--- src/rtl/lws_pkg.sv ---
package lws_pkg;

   // width of one select field for a window of n-k+1 sources
   function automatic int field_width(input int n, input int k);
      int span;
      span = n - k + 1;
      return (span < 2) ? 1 : $clog2(span);
   endfunction

   // width of a source index
   function automatic int index_width(input int n);
      return (n < 2) ? 1 : $clog2(n);
   endfunction

endpackage

--- src/rtl/lws_encoder.sv ---
module lws_encoder
   import lws_pkg::*;
#(
   parameter int N    = 15,
   parameter int K    = 4,
   parameter int IDXW = index_width(N),
   parameter int SELW = field_width(N, K)
) (
   input  logic [K*IDXW-1:0] req_idx,
   output logic [K*SELW-1:0] enc_sel,
   output logic              enc_bad
);

   logic [IDXW-1:0] idx  [K];
   int              rank [K];
   logic            dup_hit;
   logic            range_hit;

   for (genvar j = 0; j < K; j++) begin : g_unpack
      assign idx[j] = req_idx[j*IDXW +: IDXW];
   end

   // rank of each request = number of smaller requests
   always_comb begin
      for (int j = 0; j < K; j++) begin
         rank[j] = 0;
         for (int m = 0; m < K; m++) begin
            if (idx[m] < idx[j]) rank[j] = rank[j] + 1;
         end
      end
   end

   always_comb begin
      dup_hit   = 1'b0;
      range_hit = 1'b0;
      for (int j = 0; j < K; j++) begin
         if (int'(idx[j]) >= N) range_hit = 1'b1;
         for (int m = j + 1; m < K; m++) begin
            if (idx[m] == idx[j]) dup_hit = 1'b1;
         end
      end
   end

   assign enc_bad = dup_hit | range_hit;

   // input r takes the request of rank r, offset into its window
   always_comb begin
      enc_sel = '0;
      for (int r = 0; r < K; r++) begin
         for (int j = 0; j < K; j++) begin
            if (rank[j] == r) begin
               enc_sel[r*SELW +: SELW] = enc_sel[r*SELW +: SELW]
                                       | SELW'(int'(idx[j]) - r);
            end
         end
      end
   end

endmodule

--- src/rtl/lws_window_mux.sv ---
module lws_window_mux
   import lws_pkg::*;
#(
   parameter int N    = 15,
   parameter int K    = 4,
   parameter int POS  = 0,
   parameter int SELW = field_width(N, K)
) (
   input  logic [N-1:0]    src,
   input  logic [SELW-1:0] code,
   output logic            pin,
   output logic            code_bad
);

   localparam int SPAN = N - K + 1;

   logic [SPAN-1:0] win;
   assign win = src[POS +: SPAN];

   if (SPAN == (1 << SELW)) begin : g_full
      // every code lands inside the window
      assign code_bad = 1'b0;
      assign pin      = win[code];
   end else begin : g_guard
      always_comb begin
         code_bad = (int'(code) >= SPAN);
         pin      = 1'b0;
         for (int c = 0; c < SPAN; c++) begin
            if (int'(code) == c) pin = win[c];
         end
      end
   end

endmodule

--- src/rtl/lws_lut.sv ---
module lws_lut #(
   parameter int K = 4
) (
   input  logic [(1<<K)-1:0] table_bits,
   input  logic [K-1:0]      addr,
   output logic              dout
);

   assign dout = table_bits[addr];

endmodule

--- src/rtl/lut_window_selector.sv ---
module lut_window_selector
   import lws_pkg::*;
#(
   parameter int N = 15,
   parameter int K = 4
) (
   input  logic                            clk,
   input  logic                            rst_n,
   input  logic [N-1:0]                    src,
   input  logic                            req_valid,
   input  logic [K*index_width(N)-1:0]     req_idx,
   input  logic                            sel_load,
   input  logic [K*field_width(N,K)-1:0]   sel_wdata,
   input  logic                            tt_load,
   input  logic [(1<<K)-1:0]               tt_wdata,
   output logic [K*field_width(N,K)-1:0]   sel_q,
   output logic                            req_err,
   output logic                            sel_err,
   output logic                            lut_out
);

   localparam int IDXW = index_width(N);
   localparam int SELW = field_width(N, K);
   localparam int SPAN = N - K + 1;
   localparam int TTW  = 1 << K;

   if (K < 1)         begin : g_chk_k  $error("K must be at least 1");        end
   if (N < K)         begin : g_chk_n  $error("N must not be below K");       end
   if (N > (1<<IDXW)) begin : g_chk_iw $error("index width too narrow");      end

   logic [K*SELW-1:0] enc_sel;
   logic              enc_bad;
   logic [K*SELW-1:0] sel_nxt;
   logic              nxt_bad;
   logic [TTW-1:0]    tt_q;
   logic [K-1:0]      pins;
   logic [K-1:0]      pin_bad;

   lws_encoder #(.N(N), .K(K), .IDXW(IDXW), .SELW(SELW)) u_enc (
      .req_idx (req_idx),
      .enc_sel (enc_sel),
      .enc_bad (enc_bad)
   );

   always_comb begin
      if (sel_load)                    sel_nxt = sel_wdata;
      else if (req_valid && !enc_bad)  sel_nxt = enc_sel;
      else                             sel_nxt = sel_q;
   end

   always_comb begin
      nxt_bad = 1'b0;
      for (int i = 0; i < K; i++) begin
         if (int'(sel_nxt[i*SELW +: SELW]) >= SPAN) nxt_bad = 1'b1;
      end
   end

   always_ff @(posedge clk or negedge rst_n) begin
      if (!rst_n) begin
         sel_q   <= '0;
         tt_q    <= '0;
         req_err <= 1'b0;
         sel_err <= 1'b0;
      end else begin
         sel_q   <= sel_nxt;
         sel_err <= sel_err | nxt_bad;
         if (tt_load)   tt_q    <= tt_wdata;
         if (req_valid) req_err <= enc_bad;
      end
   end

   for (genvar i = 0; i < K; i++) begin : g_in
      lws_window_mux #(.N(N), .K(K), .POS(i), .SELW(SELW)) u_mux (
         .src      (src),
         .code     (sel_q[i*SELW +: SELW]),
         .pin      (pins[i]),
         .code_bad (pin_bad[i])
      );
   end

   lws_lut #(.K(K)) u_lut (
      .table_bits (tt_q),
      .addr       (pins & ~pin_bad),
      .dout       (lut_out)
   );

endmodule

--- config.mk ---
export PLATFORM = sky130hd
export DESIGN_NAME = lut_window_selector
export DESIGN_NICKNAME = d
export VERILOG_FILES = /design/src/rtl/lws_pkg.sv /design/src/rtl/lws_encoder.sv /design/src/rtl/lws_window_mux.sv /design/src/rtl/lws_lut.sv /design/src/rtl/lut_window_selector.sv
export SDC_FILE = /design/constraint.sdc
export NUM_CORES = 1
export LEC_CHECK = 0
export ABC_AREA = 1
export BUFFER_PORTS_ARGS = -buffer_cell sky130_fd_sc_hd__buf_2
export CAP_MARGIN = 30
export CORE_MARGIN = 3
export CORE_UTILIZATION = 50
export DETAILED_ROUTE_END_ITERATION = 6
export PLACE_DENSITY = 0.75
export RECOVER_POWER = 25
export SLEW_MARGIN = 25
export SYNTH_ARGS = -nofsm -noshare
export SYNTH_HDL_FRONTEND = slang
export SYNTH_HIERARCHICAL = 1
export SYNTH_SLANG_ARGS = --single-unit
--- constraint.sdc ---
create_clock -name clk -period 1.95 [get_ports clk]
set_clock_uncertainty 0.05 [all_clocks]
set_input_delay 0.39 -clock clk [delete_from_list [all_inputs] [get_ports clk]]
set_output_delay 0.39 -clock clk [all_outputs]
set_load 0.01 [all_outputs]
### Yosys cells after proc, flatten, opt, wreduce, memory -nomap -nowiden

Cells that the tools add are included.

* add/sub/neg operators: 24
* magnitude comparators: 29
* eq/ne operators: 62
* muxes and demuxes: 98
* bitwise logic cells: 16
* reductions and logical operators: 10

Operators by type and width (number)
* two-way mux 32 bit: 12
* adder 32 x 2 -> 32 bit, second input constant: 8
* equality test 32 x 3 -> 1 bit, second input constant: 8
* equality test 32 x 2 -> 1 bit, second input constant: 4
* equality test 4 bit, second input constant: 32
* logical NOT 32 bit: 4
* two-way mux 1 bit: 67
* < comparator 4 bit: 16
* two-way mux 4 bit: 16
* >= comparator 4 bit, second input constant: 12
* OR 4 bit: 12
* equality test 4 x 3 -> 1 bit, second input constant: 8
* two-way mux 16 bit: 2
* subtractor 4 x 2 -> 4 bit, second input constant: 8
* equality test 4 bit: 6
* equality test 4 x 2 -> 1 bit, second input constant: 4
* logical NOT 4 bit: 4
* subtractor 4 x 1 -> 4 bit, second input constant: 4
* adder 1 x 1 -> 2 bit, second input constant: 4
* < comparator 4 x 5 -> 1 bit, second input constant: 1
* AND 4 bit: 1
* binary-select mux 1 bit (select 4 bit): 1
* inverter 4 bit: 1
* OR 1 bit: 2
* 2 further kinds: 2

* register bits: 34
* input port bits: 68
* output and inout bits: 19
* logic and storage cells: 243

### Depth between registers and ports, before layout

* depth in word-level cells: 24
* mapped depth: 25
* gate-level depth less buffers: 24

### Cells and area by module

The synthesis kept the hierarchy.

Modules (own cells, without submodules)
* lws_encoder: times used 1, cells each 354, area each 2122.0 um^2, sequential area each 0.0 um^2
* lut_window_selector: times used 1, cells each 163, area each 1536.5 um^2, sequential area each 850.8 um^2
* lws_window_mux: times used 4, cells each 42, area each 171.4 um^2, sequential area each 0.0 um^2
* lws_lut: times used 1, cells each 50, area each 230.2 um^2, sequential area each 0.0 um^2

### Worst setup path after synthesis

OpenSTA, ideal clock, no wires.

* kind: in2reg
* from: input port req_idx[10]
* to: register sel_err
* library setup time: 0.119 ns
* arrival time: 2.577 ns
* data required time: 1.781 ns
* slack: -0.796 ns
* cell stages on the path: 25
* buffers on the path: 1
* cells stage by stage: clkbuf_1 inv_1 ha_1 nand2_1 inv_2 nand3_1 inv_1 a21oi_1 inv_1 ha_1 inv_1 nor2_1 inv_1 nand2_1 nor2_1 nand2_1 nand3b_1 inv_1 nand3_1 nand3_1 nand2_1 nand2_1 nand2_1 nor2_1 nand2_1

RTL lines
* start: declaration: RTL line lut_window_selector.sv:11 `input logic [K*index_width(N)-1:0] req_idx,`
* < comparator 4 bit: RTL line lws_encoder.sv:28 `if (idx[m] < idx[j]) rank[j] = rank[j] + 1;`
* two-way mux 1 bit / two-way mux 32 bit (equally long branches): RTL line lws_encoder.sv:28
* adder 1 x 1 -> 2 bit / adder 32 x 2 -> 32 bit (equally long branches): RTL line lws_encoder.sv:28
* two-way mux 32 bit: RTL line lws_encoder.sv:28
* adder 32 x 2 -> 32 bit / equality test 32 x 3 -> 1 bit (equally long branches): RTL line lws_encoder.sv:28, lws_encoder.sv:51
* two-way mux 32 bit / two-way mux 4 bit (equally long branches): RTL line lws_encoder.sv:28, lws_encoder.sv:51
* adder 32 x 2 -> 32 bit / OR 4 bit (equally long branches): RTL line lws_encoder.sv:28, lws_encoder.sv:53
* two-way mux 32 bit / two-way mux 4 bit (equally long branches): RTL line lws_encoder.sv:28, lws_encoder.sv:51
* [... 3 more ...]
* two-way mux 4 bit *: RTL line lws_encoder.sv:51 `if (rank[j] == r) begin`
* named net enc_sel[15]: RTL line lut_window_selector.sv:31 `logic [K*SELW-1:0] enc_sel;`
* two-way mux 16 bit *: RTL line lut_window_selector.sv:47 `else if (req_valid && !enc_bad) sel_nxt = enc_sel;`
* two-way mux 16 bit *: RTL line lut_window_selector.sv:46 `if (sel_load) sel_nxt = sel_wdata;`
* named net sel_nxt[15]: RTL line lut_window_selector.sv:33 `logic [K*SELW-1:0] sel_nxt;`
* >= comparator 4 bit *: RTL line lut_window_selector.sv:54 `if (int'(sel_nxt[i*SELW +: SELW]) >= SPAN) nxt_bad = 1'b1;`
* two-way mux 1 bit *: RTL line lut_window_selector.sv:54
* OR 1 bit *: RTL line lut_window_selector.sv:66 `sel_err <= sel_err | nxt_bad;`
* end signal: assignment: RTL line lut_window_selector.sv:66
* end: declaration: RTL line lut_window_selector.sv:18 `output logic sel_err,`

The timed path passes the listed nets; every way through them passes the cells marked *.
A chain may end at the register's enable or synchronous reset.

### Final worst setup path

* from: input port req_idx[1]
* to: register sel_err

* cells in the longest elaborated chain, start to end: 24

RTL lines
* < comparator 4 bit: RTL line lws_encoder.sv:28
* two-way mux 1 bit: RTL line lws_encoder.sv:28
* adder 1 x 1 -> 2 bit: RTL line lws_encoder.sv:28
* two-way mux 32 bit: RTL line lws_encoder.sv:28
* adder 32 x 2 -> 32 bit: RTL line lws_encoder.sv:28
* two-way mux 32 bit: RTL line lws_encoder.sv:28
* adder 32 x 2 -> 32 bit: RTL line lws_encoder.sv:28
* two-way mux 32 bit: RTL line lws_encoder.sv:28
* [... 6 more ...]
* OR 4 bit: RTL line lws_encoder.sv:53 `| SELW'(int'(idx[j]) - r);`
* two-way mux 4 bit *: RTL line lws_encoder.sv:51
* named net enc_sel[2]: RTL line lut_window_selector.sv:31
* two-way mux 16 bit *: RTL line lut_window_selector.sv:47
* two-way mux 16 bit *: RTL line lut_window_selector.sv:46
* >= comparator 4 bit *: RTL line lut_window_selector.sv:54
* two-way mux 1 bit * (4 in a row): RTL line lut_window_selector.sv:54
* OR 1 bit *: RTL line lut_window_selector.sv:66

Marked as above.

==> impl_results.md <==
* Status: complete, but fails checks
* Failing checks: DRC, setup timing
* Area contributors post-synth: dfrtp_1 (19%), nand2_1 (16%), nand3_1 (16%)
* Post-Syn Area at 4574 µm²
* DR pass1 iterations at 7
* Synth async-reset ratio at 100.0%
* CP Data Required Time at 2.13 ns
* Final ANT Viol Nets at 0
* Hold WS at 0.2731 ns
* H-Tree Depth at 2
* Yosys cell types at 34
* DP HPWL at 12400 µm
* Reg clk slew, reported paths at 0.08 ns
* Die H at 101.7 µm
* Antenna Cells at 0
* GRT Util Overall at 37.17%
* Final Cycle Share at 152.2%
* Synth-to-layout area growth at 71.31%
* Cell Count, Final, Fillers Out at 1085
* Final max-slew violation count at 0
* Arr. time, crit path at 3.14 ns
* Least-Margin Pin Slew at 0.9007 ns
* Worst Setup SP: req_idx[1]
* DRC viols at 3
* Hold Startpoint: tt_wdata[12]
* Share of cells above drive strength 1 at 52.61%
* Gpl congestion at 0.9819
* I/O Pins at 87
* CTS tree: yes
* Gr ovfl total at 0
* Die Wd at 101.7 µm
* Critical Path Start Type: input pin
* Synth cell count leaders: nand2_1 (196), inv_1 (147), nand3_1 (142), ha_1 (51), dfrtp_1 (34)
* Row count at 34
* Synth Warn # at 6
* Post-synth top area cell: dfrtp_1
* Setup ws final at -1.017 ns
* Post-synthesis cell count at 735
* Inst Count DP at 1026
* Fin util at 88.99%
* Die area at 10330 µm²
* Vias in the first global route at 6031
* Routed wire length at 25630 µm
* RSZ-0062 raised after global routing: true
* Post-synth top flop: dfrtp_1
* FF-to-FF Start: sel_q[11]$_DFF_PN0_
* Hold violation total from the final report at 0
* Root Buffer: clkbuf_8
* Worst-path maximum fanout at 6
* HP Class: in2reg
* Starting Density at 51.95%
* Num CTS Buffers at 5
* Post-DP Area at 6052 µm²
* Fmax at 0.3370 GHz
* Most numerous cell in the Yosys netlist: nand2_1
* Critical path type: in2reg
* Synthesized net count at 854
* Routed vias/inst at 6.251
* Total design power at 0.005635 W
* Post-layout instance area at 7836 µm²
* Synth top area share at 18.60%
* Sink Count at 34
* Input/output buffers at 86
* Avg Synthesized Cell Area at 6.224 µm²
* # setup viols final at 19
* Sequential fraction of the synthesis area at 18.60%
* Relative slew slack at 39.96%
* Crit. End Element: flip-flop
* Yosys reg bits at 34
* First-pass GRT wire length at 30080 µm
* Vias at 6782
* Post-layout min period at 2.967 ns
* Final Net Count at 1095
* Maximum buffer depth of the clock tree at 2
* # Max-Cap Violations at 0
* Core region area at 8806 µm²
* EDFF count, synth at 0
* Avg WL per Cell at 23.62 µm
* Initial DRC count at 874
* Initial antenna violation count at 0
* Layout fillers at 368
* Worst VDD drop at 0.3921 mV
* Worst-skew pair later-pin latency at 0.30 ns
* Largest net degree at the start of global routing at 26
* Cell Pwr Density at 719.1 nW/µm²
* Leakage power at 4.203 nW
==> worst max-delay path: stages <==
cell	delay [ns]
buf_12	0.12
ha_4	0.27
inv_2	0.03
o21bai_1	0.28
nand2_2	0.14
nand2_4	0.12
inv_4	0.05
ha_4	0.24
inv_2	0.05
nand2_2	0.07
nand2_2	0.09
clkinv_4	0.11
nor2_4	0.19
nand2_2	0.13
nand2_1	0.13
inv_1	0.08
nand2_1	0.07
nand2_1	0.06
nand3_2	0.07
o21ai_2	0.08
nor2_2	0.18
nor2_1	0.07
nand2_1	0.10
==> cell type report <==
class | count | area, µm² | area share (%)
multi-input cells | 522 | 4089 | 52.18
repair buffers | 247 | 1902 | 24.27
flip-flops and latches | 34 | 854.6 | 10.91
inverters | 166 | 713.2 | 9.101
well taps | 108 | 135.1 | 1.724
clock buffers | 6 | 82.58 | 1.054
clock inverters | 2 | 60.06 | 0.7664
==> what timing repair did <==
action	CTS	global route
hold buffers	1	0
setup buffers	37	22
endpoints found under the setup margin	19	19
hold endpoints to repair	14	0
resized for setup	213	107
pin swaps	107	81
gates cloned	2	0
==> logic make-up after synthesis <==
family	after synthesis	synth area share, %
adder cells (fa/ha/maj)	51	13.95
XOR/XNOR	20	3.829
buffers and inverters	180	15.40
AO/OA/AOI/OAI	23	3.064
flip-flops	34	18.60
AND/OR/NAND/NOR	411	41.22
multiplexers	16	3.939
==> layer usage <==
metal,GRT usage [%],share of wire (%)
met1,40.24,32
met2,67.51,44
met3,4.477,12
met4,24.44,12
met5,0,0
==> per-stage QoR <==
step                setup slack (ns)  TNS, ns
finish                        -1.017   -12.38
global route                  -1.053   -12.99
CTS                          -0.5557   -4.180
detailed placement           -0.8848   -11.97
global placement             -0.8562   -11.00
floorplan                    -0.5371   -4.898
==> layout by cell type (no fill, tap or decap), types with 4 or more instances in the layout <==
cell      count
nand2_4      29
buf_8         4
nor2_1       15
buf_12        5
buf_4       129
buf_6        36
nand3b_1      8
nand3_4       7
buf_2        70
nand2_1     135
mux2_1       10
xor2_1       15
nor2_2        4
ha_1         26
ha_4         23
nand4_1      10
nand2_2      53
mux2_2        6
nand3_1      86
inv_2        38
nand3_2      51
inv_1       108
xnor2_1       5
dfrtp_1      31
a21oi_4       4
clkbuf_8      6
inv_8         5
a21oi_1       8
inv_4        12
nor2_4        9
==> where the power goes <==
group / total, W / switching (W) / internal [W] / leakage [nW]
Clock: 0.000839 / 0.000293 / 0.000546 / 0.0714
Sequential: 0.000934 / 0.000136 / 0.000798 / 0.394
Combinational: 0.00386 / 0.00223 / 0.00163 / 3.74
==> final timing paths <==
| kind | end | slack (ns) | cells past startpoint |
|---|---|---|---|
| setup / recovery | sel_err$_DFF_PN0_ | -1.02 | 23 |
| hold / removal | tt_q[12]$_DFFE_PN0P_ | 0.27 | 2 |
| setup reg to reg | sel_err$_DFF_PN0_ | 0.40 | 7 |
| hold reg to reg | tt_q[12]$_DFFE_PN0P_ | 0.46 | 1 |
| max in group asynchronous | asynchronous set/reset pin | 0.44 | 3 |
| min in group asynchronous | tt_q[12]$_DFFE_PN0P_ | 0.70 | 2 |
No activity file was read; power rests on OpenSTA's default activity.
